### src/rtl/ea_pkg.sv
package ea_pkg;
  localparam int MODE_W = 4;

  typedef enum logic [MODE_W-1:0] {
    MODE_REG     = 4'd0,
    MODE_IMM     = 4'd1,
    MODE_DISP    = 4'd2,
    MODE_IND     = 4'd3,
    MODE_IDX     = 4'd4,
    MODE_ABS     = 4'd5,
    MODE_PREDEC  = 4'd6,
    MODE_POSTINC = 4'd7,
    MODE_SCALED  = 4'd8
  } eaMode_t;

  // strobes from control to datapath
  typedef struct packed {
    logic useBase;
    logic useIndex;
    logic useConst;
    logic scaleIndex;
    logic modifyBase;
    logic stepDown;
    logic preModify;
    logic memAccess;
    logic badMode;
  } eaStrobes_t;
endpackage

### src/rtl/ea_ctrl.sv
module ea_ctrl
  import ea_pkg::*;
(
  input  logic              reqValid,
  input  logic [MODE_W-1:0] modeSel,
  output eaStrobes_t        strobes
);
  always_comb begin
    strobes = '0;
    if (reqValid) begin
      case (modeSel)
        MODE_REG, MODE_IMM: ; // operand comes from a register or the instruction
        MODE_DISP: begin
          strobes.useBase   = 1'b1;
          strobes.useConst  = 1'b1;
          strobes.memAccess = 1'b1;
        end
        MODE_IND: begin
          strobes.useBase   = 1'b1;
          strobes.memAccess = 1'b1;
        end
        MODE_IDX: begin
          strobes.useBase   = 1'b1;
          strobes.useIndex  = 1'b1;
          strobes.memAccess = 1'b1;
        end
        MODE_ABS: begin
          strobes.useConst  = 1'b1;
          strobes.memAccess = 1'b1;
        end
        MODE_PREDEC: begin
          strobes.modifyBase = 1'b1;
          strobes.stepDown   = 1'b1;
          strobes.preModify  = 1'b1;
          strobes.memAccess  = 1'b1;
        end
        MODE_POSTINC: begin
          strobes.useBase    = 1'b1;
          strobes.modifyBase = 1'b1;
          strobes.memAccess  = 1'b1;
        end
        MODE_SCALED: begin
          strobes.useBase    = 1'b1;
          strobes.useIndex   = 1'b1;
          strobes.useConst   = 1'b1;
          strobes.scaleIndex = 1'b1;
          strobes.memAccess  = 1'b1;
        end
        default: strobes.badMode = 1'b1;
      endcase
    end
  end

  // exclusive outcomes per request: R10 / R11
  always_comb begin
    if (strobes.badMode) assert (!strobes.memAccess && !strobes.modifyBase)
      else $error("p_bad_mode_exclusive_r10");
  end
endmodule

### src/rtl/ea_datapath.sv
module ea_datapath
  import ea_pkg::*;
#(
  parameter int ADDR_W  = 32,
  parameter int CONST_W = 16,
  parameter int SIZE_W  = 2
)(
  input  logic               clk,
  input  logic               rst_n,
  input  eaStrobes_t         strobes,
  input  logic [ADDR_W-1:0]  baseVal,
  input  logic [ADDR_W-1:0]  indexVal,
  input  logic [CONST_W-1:0] constVal,
  input  logic [SIZE_W-1:0]  opSize,
  output logic [ADDR_W-1:0]  addrOut,
  output logic               addrValid,
  output logic [ADDR_W-1:0]  wbValue,
  output logic               wbEn,
  output logic               illegalMode
);
  localparam logic [ADDR_W-1:0] ONE = ADDR_W'(1);

  logic [ADDR_W-1:0] constExt;
  logic [ADDR_W-1:0] stepBytes, scaledIdx;
  logic [ADDR_W-1:0] termA, termB, termC;
  logic [ADDR_W-1:0] sumAddr, modifiedBase, addrNext;

  generate
    if (ADDR_W > CONST_W) begin : g_sext
      assign constExt = {{(ADDR_W-CONST_W){constVal[CONST_W-1]}}, constVal};
    end else begin : g_trunc
      assign constExt = constVal[ADDR_W-1:0];
    end
  endgenerate

  always_comb begin
    stepBytes    = ONE << opSize;
    scaledIdx    = strobes.scaleIndex ? (indexVal << opSize) : indexVal;
    termA        = strobes.useBase  ? baseVal   : '0;
    termB        = strobes.useIndex ? scaledIdx : '0;
    termC        = strobes.useConst ? constExt  : '0;
    sumAddr      = termA + termB + termC;
    modifiedBase = strobes.stepDown ? (baseVal - stepBytes) : (baseVal + stepBytes);
    addrNext     = strobes.preModify ? modifiedBase : sumAddr;
  end

  always_ff @(posedge clk) begin
    if (!rst_n) begin
      addrOut     <= '0;
      addrValid   <= 1'b0;
      wbValue     <= '0;
      wbEn        <= 1'b0;
      illegalMode <= 1'b0;
    end else begin
      addrOut     <= strobes.memAccess  ? addrNext     : '0;
      addrValid   <= strobes.memAccess;
      wbValue     <= strobes.modifyBase ? modifiedBase : '0;
      wbEn        <= strobes.modifyBase;
      illegalMode <= strobes.badMode;
    end
  end

  p_wb_needs_addr_r11: assert property (@(posedge clk) disable iff (!rst_n)
    wbEn |-> addrValid);
  p_wbvalue_quiet_r11: assert property (@(posedge clk) disable iff (!rst_n)
    !wbEn |-> (wbValue == '0));
  p_illegal_quiet_r10: assert property (@(posedge clk) disable iff (!rst_n)
    illegalMode |-> (!addrValid && !wbEn));
  p_addr_zero_idle_r12: assert property (@(posedge clk) disable iff (!rst_n)
    !addrValid |-> (addrOut == '0));
endmodule

### src/rtl/ea_gen.sv
module ea_gen
  import ea_pkg::*;
#(
  parameter int ADDR_W  = 32,
  parameter int CONST_W = 16
)(
  input  logic               clk,
  input  logic               rst_n,
  input  logic               reqValid,
  input  logic [3:0]         modeSel,
  input  logic [ADDR_W-1:0]  baseVal,
  input  logic [ADDR_W-1:0]  indexVal,
  input  logic [CONST_W-1:0] constVal,
  input  logic [1:0]         opSize,
  output logic [ADDR_W-1:0]  addrOut,
  output logic               addrValid,
  output logic [ADDR_W-1:0]  wbValue,
  output logic               wbEn,
  output logic               illegalMode
);
  eaStrobes_t strobes;

  ea_ctrl ctrl_i (
    .reqValid (reqValid),
    .modeSel  (modeSel),
    .strobes  (strobes)
  );

  ea_datapath #(.ADDR_W(ADDR_W), .CONST_W(CONST_W), .SIZE_W(2)) dp_i (
    .clk         (clk),
    .rst_n       (rst_n),
    .strobes     (strobes),
    .baseVal     (baseVal),
    .indexVal    (indexVal),
    .constVal    (constVal),
    .opSize      (opSize),
    .addrOut     (addrOut),
    .addrValid   (addrValid),
    .wbValue     (wbValue),
    .wbEn        (wbEn),
    .illegalMode (illegalMode)
  );

  p_idle_quiet_r12: assert property (@(posedge clk) disable iff (!rst_n)
    !reqValid |=> (!addrValid && !wbEn && !illegalMode));
  p_no_addr_regimm_r9: assert property (@(posedge clk) disable iff (!rst_n)
    (reqValid && modeSel <= 4'd1) |=> (!addrValid && !wbEn && !illegalMode));
  p_wb_only_automod_r11: assert property (@(posedge clk) disable iff (!rst_n)
    (reqValid && modeSel != 4'd6 && modeSel != 4'd7) |=> !wbEn);
  p_ind_is_base_r3: assert property (@(posedge clk) disable iff (!rst_n)
    (reqValid && modeSel == 4'd3) |=> (addrValid && addrOut == $past(baseVal)));
  p_illegal_code_r10: assert property (@(posedge clk) disable iff (!rst_n)
    (reqValid && modeSel > 4'd8) |=> illegalMode);
endmodule

### config.mk
export PLATFORM = sky130hd
export DESIGN_NAME = ea_gen
export DESIGN_NICKNAME = d
export VERILOG_FILES = /design/src/rtl/ea_pkg.sv /design/src/rtl/ea_ctrl.sv /design/src/rtl/ea_datapath.sv /design/src/rtl/ea_gen.sv
export SDC_FILE = /design/constraint.sdc
export NUM_CORES = 1
export LEC_CHECK = 0
export BUFFER_PORTS_ARGS = -buffer_cell sky130_fd_sc_hd__buf_4
export CORE_MARGIN = 8
export CORE_UTILIZATION = 51
export CTS_CLUSTER_SIZE = 20
export DETAILED_ROUTE_END_ITERATION = 7
export HOLD_SLACK_MARGIN = 0.15
export PLACE_DENSITY_LB_ADDON = 0.15
export SLEW_MARGIN = 10
export SYNTH_ARGS = -nofsm -noshare
export SYNTH_HDL_FRONTEND = slang
export SYNTH_SLANG_ARGS = --single-unit
### constraint.sdc
create_clock -name clk -period 4.7 [get_ports clk]
set_input_delay 0.47 -clock clk [delete_from_list [all_inputs] [get_ports clk]]
set_output_delay 0.47 -clock clk [all_outputs]
set_load 0.05 [all_outputs]
### Word-level counts from Yosys, hierarchy flattened

Cells that the tools add are included.

* shift operators: 2
* add/subtract/negate cells: 4
* multiplexer cells: 15
* reduce and logical (&&, ||, !) cells: 10
* equal/unequal tests: 8

Operators by type and width (number)
* 32-bit two-way mux: 6
* 32-bit adder: 3
* 1-bit by 2-bit left shift with 32-bit output (first input constant): 1
* 32-bit by 2-bit left shift with 32-bit output: 1
* 32-bit subtractor: 1
* 4-bit by 3-bit == test with 1-bit output (second input constant): 4
* 9-bit two-way mux: 1
* 9-bit OR reduction: 1
* 4-bit by 2-bit == test with 1-bit output (second input constant): 2
* 1-bit two-way mux: 7
* 7-bit OR reduction: 1
* 2-bit AND reduction: 3
* 5-bit OR reduction: 1
* 4-bit by 1-bit == test with 1-bit output (second input constant): 1
* 4-bit == test (second input constant): 1
* 4-bit zero test: 1
* 2-bit OR reduction: 2
* 3-bit OR reduction: 1
* 2-bit two-way mux: 1

* output and inout bits: 67
* input port bits: 89
* register bits: 67
* logic and storage cells: 44

### Depth between registers and ports, before layout

Gate-level depths: netlist of the first run.

* word-level depth: 9
* depth in mapped cells: 23
* gate-level depth less buffers: 20

### Hierarchy

From an unflattened synthesis of the first run, not the netlist that was laid out.

* cells, all modules: 991
* area, all modules: 7721.2 µm²

Modules (own cells, without submodules)
* ea_datapath: area each 7568.5 µm², sequential area each 1341.3 µm², instances 1, cells each 969
* ea_ctrl: area each 152.6 µm², sequential area each 0.0 µm², instances 1, cells each 22

### Least setup slack after synthesis of the first run

OpenSTA, ideal clock, no wires.

* kind: input port to flip-flop
* start: input port opSize[1]
* end: register dp_i.addrOut[21]
* setup slack: 3 ps
* required time: 4626 ps
* arrival: 4623 ps
* setup time: 74 ps
* cell stages on the path: 17
* path buffers: 2
* path through: buf_1 clkbuf_1 nand2b_1 ha_1 inv_1 o21ai_0 ha_1 a21oi_1 o21ai_2 or3b_4 o22ai_4 and2b_1 o22ai_1 a31oi_1 xor2_1 or2_2 a21oi_1

* longest elaborated chain between the ends: 6
* elaborated cells on any way between the ends: 10
* those cells by class: 4 x add/sub; 2 x shift; 4 x mux

Ends and longest elaborated chain
* start, declared: RTL line ea_gen.sv:14 `input logic [1:0] opSize,`
* 32-bit by 2-bit left shift with 32-bit output: RTL line ea_datapath.sv:38 `scaledIdx = strobes.scaleIndex ? (indexVal << opSize) : indexVal;`
* 32-bit two-way mux: RTL line ea_datapath.sv:38
* 32-bit two-way mux: RTL line ea_datapath.sv:40 `termB = strobes.useIndex ? scaledIdx : '0;`
* 32-bit adder (2 in a row): RTL line ea_datapath.sv:42 `sumAddr = termA + termB + termC;`
* 32-bit two-way mux (*): RTL line ea_datapath.sv:44 `addrNext = strobes.preModify ? modifiedBase : sumAddr;`
* end signal, assigned: RTL line ea_datapath.sv:55 `addrOut <= strobes.memAccess ? addrNext : '0;`
* end, declared: RTL line ea_datapath.sv:15 `output logic [ADDR_W-1:0] addrOut,`

Mark *: on every way between the ends. The rest lies on a longest branch, timed or not.
A chain may end at the register's enable or synchronous reset.

### Worst setup path after layout of the first run

* start: input port modeSel[1]
* end: register dp_i.addrOut[30]

* longest elaborated chain between the ends: 8
* elaborated cells on any way between the ends: 27
* those cells by class: 2 x add/sub; 7 x eq/ne; 13 x mux; 5 x reduce/logical

Ends and longest elaborated chain
* start, declared: RTL line ea_gen.sv:10 `input logic [3:0] modeSel,`
* 4-bit by 2-bit == test with 1-bit output, or another cell as far along: RTL line ea_ctrl.sv:11 `case (modeSel)`
* 5-bit OR reduction (no line), or another cell as far along
* 1-bit two-way mux / 9-bit two-way mux (equally long branches): RTL line ea_ctrl.sv:11, ea_ctrl.sv:10
* 9-bit two-way mux (*): RTL line ea_ctrl.sv:10 `if (reqValid) begin`
* 32-bit two-way mux, on equally long branches: RTL line ea_datapath.sv:39, ea_datapath.sv:40
* 32-bit adder (2 in a row): RTL line ea_datapath.sv:42
* 32-bit two-way mux: RTL line ea_datapath.sv:44

Marks and branches as above.

==> impl_metrics.json, run 1 <==
{
  "status": "complete, no violations",
  "synthCells": 906,
  "synthMuxAreaShare": 0.08695,
  "drt_wl_total_um": 24250,
  "peakVddDrop_mv": 0.1401,
  "rsz0062_at_grt": "no",
  "tightest_slew_ns": 0.5958,
  "max_freq_ghz": 0.2236,
  "synth_top_family_by_area": "compound AO/OA/AOI/OAI gates",
  "total_power_mw": 1.973,
  "detailroute.via_count": 7368,
  "synthFlopType": "dfxtp_1",
  "synth_edf_count": 0,
  "via_per_inst": 5.913,
  "synthDistinctLibCells": 74,
  "initial_core_util": 0.5157,
  "first_pass_iters": 5,
  "dieArea_mm2": 0.01858,
  "syn_nets": 1090,
  "synthArstFlopShare": 0,
  "power.leakage_nw": 4.571,
  "cts_setup_buffers": 0,
  "drv_cap": 0,
  "ant_nets": 0,
  "place_hpwl_um": 19400,
  "cp_top_family": "compound AO/OA/AOI/OAI gates",
  "syn_area_mm2": 0.007382,
  "synthAdderAreaFrac": 0.1793,
  "critPathRequiredTime_ns": 4.91,
  "routabilityCongestion": 0.9518,
  "grt_pass1_vias": 7574,
  "io_buffers": 155,
  "grt_pass1_wl_um": 38810,
  "route.detailed.drc": 0,
  "finalMaxSlewViolations": 0,
  "synthXorXnorAreaFrac": 0.07831,
  "crit_fanout": 10,
  "drt_iter0_markers": 516,
  "grt_use_total": 0.2636,
  "cp_data_arrival_time_ns": 4.68,
  "path_cells": "buf_4, nor3_1, nand2_1, o21ai_2, and2_1, buf_4, nand2_1, fa_1, inv_1, ha_1, a21o_1, a221oi_1, o211ai_1, a21oi_2, a2111oi_4, or3_1, a31o_1, xor2_1, a21oi_1, nor2_1",
  "die_w_um": 136.3,
  "worst-path-buf-inv": 3,
  "rows": 44,
  "syn2layout_area_growth_pct": 24.34,
  "avgSynthCellArea_um2": 8.148,
  "cts_made_buffers": 9,
  "ys_seq_elements": 67,
  "finalNetCount": 1241,
  "cts_root_buf": "clkbuf_16",
  "coreArea_mm2": 0.01431,
  "cts_tree": "done",
  "hold_path_class": "in -> reg",
  "period_minus_slack_ns": 4.472,
  "whs_ns": 0.4125,
  "crit_path_top_delay_cell": "fa_1",
  "htreeDepth": 3,
  "num_antenna_cells": 0,
  "yosys_warnings": 0,
  "antenna_found_initial": 0,
  "ys_seq_area_frac": 0.1817,
  "clk_pin_slew_ns": 0.07,
  "start_kind": "input port",
  "end_kind": "register",
  "grt_max_degree": 41,
  "fp.dieH_um": 136.3,
  "cts_buffer_depth": 2,
  "synth_compound_area_frac": 0.2361,
  "grt_remaining_overflow": 0,
  "final.setup.tns_ns": 0,
  "finalCritPeriodShare": 0.9515,
  "crit_type": "in -> reg",
  "placed_cells": 1230,
  "hold_viol": 0,
  "synthSimpleGateAreaFrac": 0.1886,
  "cts_sinks": 67,
  "post_drt_wl_per_cell_um": 19.46,
  "fin_cells": 1246,
  "ioPinCount": 156,
  "critical_path.max_stage_delay_ns": 0.49,
  "setup_violations": 0,
  "power-per-cell-area_mw_per_mm2": 215.0,
  "layout-drive-gt1-share": 0.2373,
  "slew_headroom": 0.6002,
  "fillers": 1291
}
kinds of logic (layout without fill, tap and decap cells):
kind of cell               Yosys count  in the layout
buffers and inverters               93            249
muxes                               34             34
DFF                                 67             67
and+or+nand+nor                    297            297
AOI/OAI and AO/OA                  254            254
xor gates and xnor gates            66             66
adders and majority gates           95             95
worst paths after layout:
check | startpoint | end | depth (start not counted)
setup / recovery | modeSel[1] | dp_i.addrOut[30] | 20
hold / removal | rst_n | dp_i.illegalMode | 3
cell usage in the layout, fill, tap and decap left out, drive strengths merged, types with 15 or more instances in the layout:
master and n:
and3 26, nor2 107, xor2 26, xnor2 40
a21oi 64, nand2 75, ha 77, fa 18
mux4 24, a21o 42, a211oi 15, inv 48
nand3 15, o22ai 25, o221ai 17, buf 185
o21ai 40, dfxtp 67
metal layers:
layer | global-route usage | routed length, µm | vias to the layer above
met1 | 0.3001 | 9678 | 3455
met2 | 0.4615 | 12090 | 265
met4 | 0.1208 | 1011 | 0
met5 | 0 | 0 | -
met3 | 0.05765 | 1472 | 63
li1 | - | - | 3585
cell usage after synthesis, drive strengths merged (25+ instances only):
master,n,share of area
a21oi,64,0.045
xnor2,40,0.047
a21o,42,0.043
clkbuf,34,0.017
o21ai,40,0.028
dfxtp,67,0.18
nand2,75,0.038
ha,77,0.13
o22ai,25,0.023
xor2,26,0.031
and3,26,0.022
inv,47,0.024
nor2,107,0.054
repair_timing:
| action | in CTS | in global routing |
|---|---|---|
| hold buffers | 0 | 0 |
| resized for setup | 0 | 2 |
| endpoints found under the setup margin | 0 | 2 |
flip-flops by register name, summed over array words and instances, names as in the netlist:
| name | count |
|---|---|
| dp_i.wbEn | 1 |
| dp_i.addrValid | 1 |
| dp_i.addrOut | 32 |
| dp_i.wbValue | 32 |
| dp_i.illegalMode | 1 |
area by class of cell:
class,instances,area (µm²),share of cell area
multi-input cells,746,5699,0.6209
repair buffers,185,1401,0.1527
flip-flops and latches,67,1341,0.1461
well taps,184,230.2,0.02508
clock buffers,9,225.2,0.02454
inverters,48,180.2,0.01963
clock inverters,7,101.3,0.01104
power by group:
group	leakage [nW]	internal (mW)	switching, mW
logic	3.87	0.273	0.359
clock network	0.158	0.469	0.292
registers	0.541	0.577	0.00273
per-stage QoR:
stage | area, µm² | util | setup slack [ns]
final | 9179 | 0.6413 | 0.2281
after detailed placement | 8837 | 0.6174 | -0.05069
after global placement | 8837 | 0.6174 | -0.02207
after CTS | 9164 | 0.6402 | 0.2919
after global routing | 9179 | 0.6413 | 0.01115
after floorplan | 7382 | - | 0.002954
(Power assumes the default switching activity.)
==> inputs of run 2 (changes only) <==
--- a/config.mk
+++ b/config.mk
@@ -5,9 +5,10 @@
 export SDC_FILE = /design/constraint.sdc
 export NUM_CORES = 1
 export LEC_CHECK = 0
+export ABC_AREA = 1
 export BUFFER_PORTS_ARGS = -buffer_cell sky130_fd_sc_hd__buf_4
 export CORE_MARGIN = 8
-export CORE_UTILIZATION = 51
+export CORE_UTILIZATION = 52
 export CTS_CLUSTER_SIZE = 20
 export DETAILED_ROUTE_END_ITERATION = 7
 export HOLD_SLACK_MARGIN = 0.15
==> run 2 against run 1 <==
Die area increased by 10%; first-iteration DRC count rose by 67%; global-route usage increased by 2.3 points.
==> impl_metrics.json, run 2 <==
{
  "max_freq_ghz": 0.2563,
  "layout_commonest_cell": "nand2_1",
  "ant_nets": 0,
  "grt_pass1_vias": 9136,
  "startpoint": "modeSel[1]",
  "status": "complete, no violations",
  "total_power_mw": 1.827,
  "peakVddDrop_mv": 0.1413,
  "min_from": "modeSel[3]",
  "final.setup.tns_ns": 0,
  "layout_common_cells": "nand2_1 (439), inv_1 (198), buf_4 (165), nor2_1 (164), a21oi_1 (131)",
  "synthArstFlopShare": 0,
  "ys_seq_area_frac": 0.1600,
  "reg.largest.list": "dp_i.addrOut (32), dp_i.wbValue (32)",
  "dieArea_mm2": 0.02045,
  "whs_ns": 0.4436,
  "pwr-share-seq": 0.317,
  "synth_edf_count": 0,
  "synthDistinctLibCells": 37,
  "cts_made_buffers": 9,
  "synth_top_family_by_area": "simple AND/OR/NAND/NOR gates",
  "rsz0062_at_grt": "no",
  "power.leakage_nw": 5.432,
  "setup_violations": 0,
  "hold_viol": 0,
  "crit_type": "in -> reg",
  "fp.dieH_um": 143.0,
  "routabilityCongestion": 0.9810,
  "start_kind": "input port",
  "hold_buffers": 0,
  "synthCells": 1443,
  "ys_seq_elements": 67,
  "critical_path.max_stage_delay_ns": 0.55,
  "cts_tree": "done",
  "synth_compound_area_frac": 0.1780,
  "slew_headroom": 0.5117,
  "cts_setup_buffers": 0,
  "crit_fanout": 14,
  "cp_common_cell": "nand2_1",
  "cts_root_buf": "clkbuf_16",
  "grt_remaining_overflow": 0,
  "final_util": 0.6315,
  "p_sw_frac": 0.3644,
  "synthMuxAreaShare": 0.001194,
  "synthAdderAreaFrac": 0.1579,
  "p_int_mw": 1.161,
  "hold_path_class": "in -> reg",
  "path_cells": "buf_4, nor2_2, nand2_1, nand3_1, nand2_1, inv_1, nand2_1, fa_1, inv_1, ha_1, a21oi_1, nand3_1, nand2_1, nand2_1, a21oi_1, inv_1, nand2_1, nand3_1, nand2_1, inv_1",
  "synthSimpleGateAreaFrac": 0.3484,
  "syn_area_mm2": 0.008386,
  "avgSynthCellArea_um2": 5.811,
  "detailroute.via_count": 9760,
  "synth_common_cells": "nand2_1 (439), inv_1 (198), nor2_1 (164)",
  "place_hpwl_um": 25000,
  "drt_iter0_markers": 863,
  "io_buffers": 155,
  "crit_path_top_delay_cell": "fa_1",
  "initial_core_util": 0.5298,
  "htreeDepth": 3,
  "antenna_found_initial": 0,
  "critPathRequiredTime_ns": 4.93,
  "finalCritPeriodShare": 0.8300,
  "clockPowerShare": 0.345,
  "drv_cap": 0,
  "finalMaxSlewViolations": 0,
  "num_antenna_cells": 0,
  "finalNetCount": 1764,
  "via_per_inst": 5.419,
  "layout-drive-gt1-share": 0.1281,
  "cp_data_arrival_time_ns": 4.13,
  "tightest_slew_ns": 0.7248,
  "synthFlopType": "dfxtp_1",
  "syn2layout_area_growth_pct": 19.19,
  "syn_nets": 1627,
  "grt_use_total": 0.2866,
  "cts_buffer_depth": 2,
  "cts_sinks": 67,
  "grt_pass1_wl_um": 45920,
  "yosysMostFrequentCell": "nand2_1",
  "coreArea_mm2": 0.01583,
  "synth_top_area_share": 0.1965,
  "power-per-cell-area_mw_per_mm2": 182.8,
  "yosys-top-cells-area": "nand2_1 (20%), dfxtp_1 (16%), ha_1 (11%), inv_1 (8.9%), a21oi_1 (7.8%)",
  "clk_pin_slew_ns": 0.06,
  "post_drt_wl_per_cell_um": 16.58,
  "end_kind": "register",
  "synthXorXnorAreaFrac": 0.03969,
  "cts_resized": 0,
  "die_w_um": 143.0,
  "grt_max_degree": 42,
  "ioPinCount": 156,
  "period_minus_slack_ns": 3.901,
  "route.detailed.drc": 0,
  "drt_wl_total_um": 29860,
  "rows": 46,
  "first_pass_iters": 5,
  "yosys_warnings": 0,
  "synth_top_cell_by_area": "nand2_1",
  "p_switching_uw": 665.7,
  "comb_power_share": 0.338
}
==> run 2: layout make-up <==
cell class | count | area [µm²]
Clock buffer | 10 | 239.0
Multi-Input combinational cell | 1128 | 6081
Clock inverter | 6 | 40.04
Timing Repair Buffer | 165 | 1239
Tap cell | 216 | 270.3
Sequential cell | 67 | 1341
Fill cell | 1565 | 5833
Inverter | 209 | 784.5
==> run 2: path summary, 6_finish.rpt <==
kind	to	slack (ns)	depth (start not counted)
worst max-delay path	dp_i.addrOut[31]	0.80	20
worst min-delay path	dp_i.illegalMode	0.44	3
==> run 2: layer usage <==
metal	GRT usage	routed length, µm	vias to the layer above	part of all wire
met4	0.1035	834	0	0.028
li1	-	-	4900	-
met3	0.03472	2308	53	0.077
met2	0.4591	13150	437	0.44
met5	0	0	-	0
met1	0.3866	13560	4370	0.45
==> run 2: through the flow <==
stage	worst slack, ns	cells	area, µm²
6_report	0.7989	1801	9995
5_1_grt	0.5287	1801	9995
4_1_cts	0.8438	1801	9995
3_5_place_dp	0.5210	1785	9716
3_3_place_gp	0.5258	1785	9716
2_1_floorplan	1.194	1443	8386
==> run 2: power groups by stage <==
| stage | Clock, mW | Sequential [mW] | Combinational [mW] |
|---|---|---|---|
| floorplan | 0 | 0.624 | 0.364 |
| global placement | 0 | 0.592 | 0.596 |
| detailed placement | 0 | 0.592 | 0.600 |
| CTS | 0.633 | 0.580 | 0.604 |
| global route | 0.663 | 0.580 | 0.678 |
| finish | 0.630 | 0.580 | 0.617 |
==> run 2: cells by family after synthesis <==
logic type,after synthesis
simple gates,724
compound gates,270
buf+inv,248
fa+ha+maj,95
flops,67
xor+xnor,38
mux,1
==> run 2: worst max-delay path, delay by kind of cell <==
kind                       cells  cell delay [ns]
and+or+nand+nor               11             1.58
adders and majority gates      2             0.91
buffers and inverters          5             0.62
AOI/OAI and AO/OA              2             0.54
